### src/rtl/bfalu_pkg.sv
package bfalu_pkg;
  typedef enum logic [4:0] {
    OP_AND        = 5'd0,
    OP_OR         = 5'd1,
    OP_XOR        = 5'd2,
    OP_NOR        = 5'd3,
    OP_ADD_TRAP   = 5'd4,
    OP_ADD_WRAP   = 5'd5,
    OP_SUB_TRAP   = 5'd6,
    OP_SUB_WRAP   = 5'd7,
    OP_LT_S       = 5'd8,
    OP_LT_U       = 5'd9,
    OP_CNT_ONES   = 5'd10,
    OP_CNT_ZEROS  = 5'd11,
    OP_HSWAP      = 5'd12,
    OP_FEXT       = 5'd13,
    OP_FINS       = 5'd14,
    OP_MOV_IF_NZ  = 5'd15,
    OP_MOV_IF_Z   = 5'd16
  } op_e;
endpackage

### src/rtl/bfalu_operand.sv
module bfalu_operand
  import bfalu_pkg::*;
#(
  parameter int W  = 32,
  parameter int IW = 16
) (
  input  op_e           op,
  input  logic [W-1:0]  b_reg,
  input  logic [IW-1:0] imm,
  input  logic          imm_sel,
  output logic [W-1:0]  b_eff
);
  logic is_logic;
  logic [W-1:0] imm_ext;

  always_comb begin
    is_logic = (op == OP_AND) || (op == OP_OR) || (op == OP_XOR) || (op == OP_NOR);
    if (is_logic) imm_ext = {{(W-IW){1'b0}}, imm};
    else          imm_ext = {{(W-IW){imm[IW-1]}}, imm};
    b_eff = imm_sel ? imm_ext : b_reg;
  end
endmodule

### src/rtl/bfalu_arith.sv
module bfalu_arith #(
  parameter int W = 32
) (
  input  logic [W-1:0] a,
  input  logic [W-1:0] b,
  output logic [W-1:0] sum,
  output logic [W-1:0] diff,
  output logic         ovf_add,
  output logic         ovf_sub,
  output logic         lt_s,
  output logic         lt_u
);
  always_comb begin
    sum     = a + b;
    diff    = a - b;
    ovf_add = (a[W-1] == b[W-1]) && (sum[W-1] != a[W-1]);
    ovf_sub = (a[W-1] != b[W-1]) && (diff[W-1] != a[W-1]);
    lt_s    = $signed(a) < $signed(b);
    lt_u    = a < b;
  end
endmodule

### src/rtl/bfalu_count.sv
module bfalu_count #(
  parameter int W  = 32,
  localparam int LW = $clog2(W) + 1
) (
  input  logic [W-1:0]  x,
  output logic [LW-1:0] cnt
);
  logic hit;

  always_comb begin
    cnt = '0;
    hit = 1'b0;
    for (int i = W - 1; i >= 0; i--) begin
      if (!hit) begin
        if (x[i]) hit = 1'b1;
        else      cnt = cnt + LW'(1);
      end
    end
  end
endmodule

### src/rtl/bfalu_field.sv
module bfalu_field #(
  parameter int W  = 32,
  localparam int PW = $clog2(W),
  localparam int LW = PW + 1,
  localparam int NH = W / 16
) (
  input  logic [W-1:0]  src,
  input  logic [W-1:0]  dst,
  input  logic [PW-1:0] pos,
  input  logic [LW-1:0] len,
  output logic [W-1:0]  ext_res,
  output logic [W-1:0]  ins_res,
  output logic [W-1:0]  swap_res,
  output logic          bad
);
  logic [W-1:0]  len_mask;
  logic [W-1:0]  fld_mask;
  logic [LW-1:0] shamt;
  logic [LW:0]   end_pos;

  always_comb begin
    shamt    = LW'(W) - len;
    len_mask = {W{1'b1}} >> shamt;
    fld_mask = len_mask << pos;
    end_pos  = (LW+1)'(pos) + (LW+1)'(len);
    bad      = (len == '0) || (end_pos > (LW+1)'(W));
    ext_res  = (src >> pos) & len_mask;
    ins_res  = (dst & ~fld_mask) | ((src << pos) & fld_mask);
  end

  for (genvar h = 0; h < NH; h++) begin : g_hswap
    assign swap_res[h*16 +: 16] = {src[h*16 +: 8], src[h*16 + 8 +: 8]};
  end
endmodule

### src/rtl/bitfield_alu.sv
module bitfield_alu
  import bfalu_pkg::*;
#(
  parameter int W     = 32,
  parameter int IMM_W = 16,
  localparam int PW   = $clog2(W),
  localparam int LW   = PW + 1
) (
  input  logic             clk,
  input  logic             rst,
  input  logic [4:0]       op_i,
  input  logic [W-1:0]     src_a_i,
  input  logic [W-1:0]     src_b_i,
  input  logic [IMM_W-1:0] imm_i,
  input  logic             imm_sel_i,
  input  logic [PW-1:0]    fpos_i,
  input  logic [LW-1:0]    flen_i,
  output logic [W-1:0]     result_o,
  output logic             wr_en_o,
  output logic             ovf_o,
  output logic             bad_field_o
);
  op_e          op;
  logic [W-1:0] b_eff, sum, diff, ext_res, ins_res, swap_res;
  logic         ovf_add, ovf_sub, lt_s, lt_u, fbad;
  logic [LW-1:0] lead_cnt [2];
  logic [W-1:0] r_nx;
  logic         we_nx, ov_nx, bad_nx;

  assign op = op_e'(op_i);

  bfalu_operand #(.W(W), .IW(IMM_W)) u_operand (
    .op(op), .b_reg(src_b_i), .imm(imm_i), .imm_sel(imm_sel_i), .b_eff(b_eff)
  );

  bfalu_arith #(.W(W)) u_arith (
    .a(src_a_i), .b(b_eff), .sum(sum), .diff(diff),
    .ovf_add(ovf_add), .ovf_sub(ovf_sub), .lt_s(lt_s), .lt_u(lt_u)
  );

  // index 0 counts leading ones (input inverted), index 1 counts leading zeros
  for (genvar g = 0; g < 2; g++) begin : g_lead
    bfalu_count #(.W(W)) u_cnt (
      .x  ((g == 0) ? ~src_a_i : src_a_i),
      .cnt(lead_cnt[g])
    );
  end

  bfalu_field #(.W(W)) u_field (
    .src(src_a_i), .dst(b_eff), .pos(fpos_i), .len(flen_i),
    .ext_res(ext_res), .ins_res(ins_res), .swap_res(swap_res), .bad(fbad)
  );

  always_comb begin
    r_nx   = '0;
    we_nx  = 1'b1;
    ov_nx  = 1'b0;
    bad_nx = 1'b0;
    case (op)
      OP_AND:       r_nx = src_a_i & b_eff;
      OP_OR:        r_nx = src_a_i | b_eff;
      OP_XOR:       r_nx = src_a_i ^ b_eff;
      OP_NOR:       r_nx = ~(src_a_i | b_eff);
      OP_ADD_TRAP:  begin r_nx = sum;  ov_nx = ovf_add; we_nx = !ovf_add; end
      OP_ADD_WRAP:  r_nx = sum;
      OP_SUB_TRAP:  begin r_nx = diff; ov_nx = ovf_sub; we_nx = !ovf_sub; end
      OP_SUB_WRAP:  r_nx = diff;
      OP_LT_S:      r_nx = W'(lt_s);
      OP_LT_U:      r_nx = W'(lt_u);
      OP_CNT_ONES:  r_nx = W'(lead_cnt[0]);
      OP_CNT_ZEROS: r_nx = W'(lead_cnt[1]);
      OP_HSWAP:     r_nx = swap_res;
      OP_FEXT:      begin bad_nx = fbad; we_nx = !fbad; r_nx = fbad ? '0 : ext_res; end
      OP_FINS:      begin bad_nx = fbad; we_nx = !fbad; r_nx = fbad ? '0 : ins_res; end
      OP_MOV_IF_NZ: begin r_nx = src_a_i; we_nx = (b_eff != '0); end
      OP_MOV_IF_Z:  begin r_nx = src_a_i; we_nx = (b_eff == '0); end
      default:      we_nx = 1'b0;
    endcase
  end

  always_ff @(posedge clk) begin
    if (rst) begin
      result_o    <= '0;
      wr_en_o     <= 1'b0;
      ovf_o       <= 1'b0;
      bad_field_o <= 1'b0;
    end else begin
      result_o    <= r_nx;
      wr_en_o     <= we_nx;
      ovf_o       <= ov_nx;
      bad_field_o <= bad_nx;
    end
  end

  AST_TRAP_NO_WRITE: assert property (@(posedge clk) disable iff (rst) ovf_o |-> !wr_en_o);
  AST_TRAP_SOURCE: assert property (@(posedge clk) disable iff (rst)
    ovf_o |-> ($past(op_i) == OP_ADD_TRAP || $past(op_i) == OP_SUB_TRAP));
  AST_LT_BOOLEAN: assert property (@(posedge clk) disable iff (rst)
    (!$past(rst) && ($past(op_i) == OP_LT_S || $past(op_i) == OP_LT_U)) |-> (result_o[W-1:1] == '0));
  AST_COUNT_RANGE: assert property (@(posedge clk) disable iff (rst)
    (!$past(rst) && ($past(op_i) == OP_CNT_ONES || $past(op_i) == OP_CNT_ZEROS)) |-> (result_o <= W));
  AST_MOVE_PASS: assert property (@(posedge clk) disable iff (rst)
    (!$past(rst) && ($past(op_i) == OP_MOV_IF_NZ || $past(op_i) == OP_MOV_IF_Z)) |-> (result_o == $past(src_a_i)));
  AST_BAD_FIELD_QUIET: assert property (@(posedge clk) disable iff (rst)
    bad_field_o |-> (result_o == '0 && !wr_en_o));
  AST_BAD_FIELD_SOURCE: assert property (@(posedge clk) disable iff (rst)
    bad_field_o |-> ($past(op_i) == OP_FEXT || $past(op_i) == OP_FINS));
endmodule

### config.mk
export PLATFORM = sky130hd
export DESIGN_NAME = bitfield_alu
export DESIGN_NICKNAME = d
export VERILOG_FILES = /design/src/rtl/bfalu_pkg.sv /design/src/rtl/bfalu_operand.sv /design/src/rtl/bfalu_arith.sv /design/src/rtl/bfalu_count.sv /design/src/rtl/bfalu_field.sv /design/src/rtl/bitfield_alu.sv
export SDC_FILE = /design/constraint.sdc
export NUM_CORES = 1
export LEC_CHECK = 0
export BUFFER_PORTS_ARGS = -buffer_cell sky130_fd_sc_hd__clkbuf_2
export CAP_MARGIN = 20
export CORE_MARGIN = 4
export CORE_UTILIZATION = 30
export DETAILED_ROUTE_END_ITERATION = 10
export PLACE_DENSITY = 0.51
export SYNTH_ARGS = -nofsm -noshare
export SYNTH_HDL_FRONTEND = slang
export SYNTH_SLANG_ARGS = --single-unit
### constraint.sdc
create_clock -name clk -period 16.9 [get_ports clk]
set_input_delay 1.69 -clock clk [delete_from_list [all_inputs] [get_ports clk]]
set_output_delay 1.69 -clock clk [all_outputs]
set_load 0.05 [all_outputs]
==> impl_metrics.tcl <==
set metrics [dict create \
    yosysWarnings 0 \
    initial_utilization 0.302 \
    drv_cap 0 \
    finalCritPeriodShare 0.948 \
    drt_first_pass_iters 8 \
    cts_buffers 5 \
    power_density_nw_per_um2 39.7 \
    startpoint_type "input pin" \
    area_growth_syn_to_layout_pct 9.64 \
    synth_fp_nets 3043 \
    dieArea_um2 64700 \
    cp-end-kind "flip-flop" \
    dp_worst_setup_slack_ps -226 \
    syn_area_um2 18200 \
    finalCriticalPeriod_ps 16020 \
    rows 90 \
    gp_congestion 1.08 \
    track_usage 0.254 \
    critPathMaxFanout 11 \
    drc 0 \
    yosys.area.top_type_share 0.112 \
    fin_nets 3070 \
    yosysTopAreaCell "ha_1" \
    finalSetupViolations 0 \
    fin_hold_ws_ps 1580 \
    power_leakage_nw 8.24 \
    clk_pin_slew_ps 80 \
    ys_types 103 \
    grt_pass1_vias 20707 \
    arrival_ps 16260 \
    overflow 0 \
    yosysSeqAreaShare 0.0385 \
    grt_pass1_wl_mm 128 \
    synth_compound_area_frac 0.306 \
    hold_viol 0 \
    finalMaxSlewViolations 0 \
    drive_gt1_frac 0.117 \
    drt_iter0_markers 2470 \
    layout_commonest_cell "nor2_1" \
    synthTopCellsByArea "ha_1 11%, mux2i_1 8.1%, nor2_1 7.4%" \
    hold_buffers 0 \
    wirelength_mm 87.0 \
    tns_ps 0 \
    crit_type "in2reg" \
    antenna_found_initial 1 \
    h-tree-depth 2 \
    tightest_slew_ps 1200 \
    async_flop_share 0 \
    cp-startpoint "src_a_i[30]" \
    core_um2 60200 \
    cts_sinks 35 \
    critPathMaxStageDelay_ps 390 \
    cts_tree "built" \
    ctsRootBufferMaster "clkbuf_16" \
    fin_ws_ps 878 \
    ios 134 \
    ys_ff_latch 35 \
    cts_max_path_buffers 2 \
    min_from "rst" \
    crit_slowest_cell "o31ai_1" \
    avgSynthCellArea_um2 6.55 \
    ir_worst_vdd_mv 0.0354 \
    yosys.area_share.xor_xnor 0.0937 \
    netlist_instances 2778 \
    viasPerCell 6.10 \
    yosys.area_share.simple 0.265 \
    layout_common_cells "354 x nor2_1, 271 x nand2_1, 233 x o21ai_0" \
    fmax_mhz 62.4 \
    slew_headroom 0.198 \
    dp_hpwl_mm 68.2 \
    synthAdderAreaFrac 0.120 \
    die_y_um 254 \
    vias 21887 \
    synth_edf_count 0 \
    fp.dieW_um 254 \
    grt_max_degree 82 \
    io_buffers 133 \
    post_drt_wl_per_cell_um 24.2 \
    hold_path.class "in2reg" \
    muxShareOfSynthArea 0.110 \
    synth-main-ff-cell "dfxtp_1" \
    crit_required_ps 17140 \
    place_inst 3565 \
    ant_nets 0 \
    stdcell_count 3589 \
    outcome "complete, no violations" \
    synth_top_family_by_area "compound AO/OA/AOI/OAI gates" \
    cpMostUsedCell "ha_1" \
]
-- registers in the layout, summed over array words and instances, names as in the netlist --
name and flops:
result_o 32, bad_field_o 1, ovf_o 1, wr_en_o 1
-- cell families (layout without fill, tap and decap cells) --
kind of cell	Yosys count	count (layout)
AO/OA/AOI/OAI	876	876
adder cells (fa/ha/maj)	174	174
AND/OR/NAND/NOR	1028	1028
flip-flops	35	35
other	0	1
multiplexers	180	180
buffers and inverters	320	348
XOR/XNOR	165	165
-- Yosys cell counts (11+ instances only) --
cell,n
nor2_1,357
nand2_1,272
o21ai_0,237
a21oi_1,236
ha_1,163
mux2i_1,147
clkbuf_1,138
inv_1,133
xnor2_1,99
nand3_1,87
nor3_1,77
a221oi_1,57
o211ai_1,46
xor2_1,43
dfxtp_1,35
a21o_1,32
a31oi_1,32
nand4_1,32
buf_1,30
nand2b_1,30
nor2b_1,29
o22ai_1,26
a22oi_1,21
o21bai_1,21
or3_1,21
and2_1,20
o21a_1,20
and3_1,19
mux2_2,17
a211oi_1,16
a222oi_1,16
o31ai_1,15
a21boi_0,13
mux4_2,13
or2_2,13
nor3b_1,11
-- repair_timing --
item,CTS,global route
gates resized for setup,0,36
buffers inserted,0,15
endpoints found under the setup margin,0,5
-- critical path: cells and delay by family --
kind	cells	cell delay, ps
compound gates	35	6110
fa+ha+maj	15	4210
xor+xnor	5	620
buf+inv	2	280
mux	8	1280
simple gates	18	2060
-- per-stage QoR --
| step | cell area (um^2) | power (mW) | utilization |
|---|---|---|---|
| 2_1_floorplan | 18200 | 0.473 | - |
| 3_3_place_gp | 19600 | 0.657 | 0.325 |
| 3_5_place_dp | 19600 | 0.661 | 0.325 |
| 4_1_cts | 19700 | 0.772 | 0.327 |
| 5_1_grt | 20000 | 0.838 | 0.331 |
| 6_report | 20000 | 0.792 | 0.331 |
-- final cells by class --
class | count | area [um^2]
antenna | 1 | 2.50
clock buffer | 5 | 125
clock inverter | 3 | 23.8
fill | 6615 | 40300
inverter | 142 | 533
multi-input combinational | 2423 | 16400
sequential | 35 | 701
tap | 782 | 978
timing repair buffer | 198 | 1180
-- power by group --
part           internal (mW)  leakage (nW)  switching (mW)  total [mW]
clock network         0.0555        0.0664          0.0508       0.106
logic                  0.196          7.89           0.402       0.598
registers             0.0858         0.284         0.00113      0.0869
-- layer usage --
metal  GRT usage  vias to the layer above  share of wire
li1            -                    10192              -
met1       0.336                    10491           0.42
met2       0.417                     1021           0.45
met3      0.0196                      183          0.071
met4       0.131                        0          0.059
met5           0                        -              0
-- path summary, 6_finish.rpt --
path,depth (start not counted),end
setup / recovery,83,result_o[5]$_SDFF_PP0_
hold / removal,2,ovf_o$_SDFF_PP0_
No activity file was read; power rests on OpenSTA's default activity.
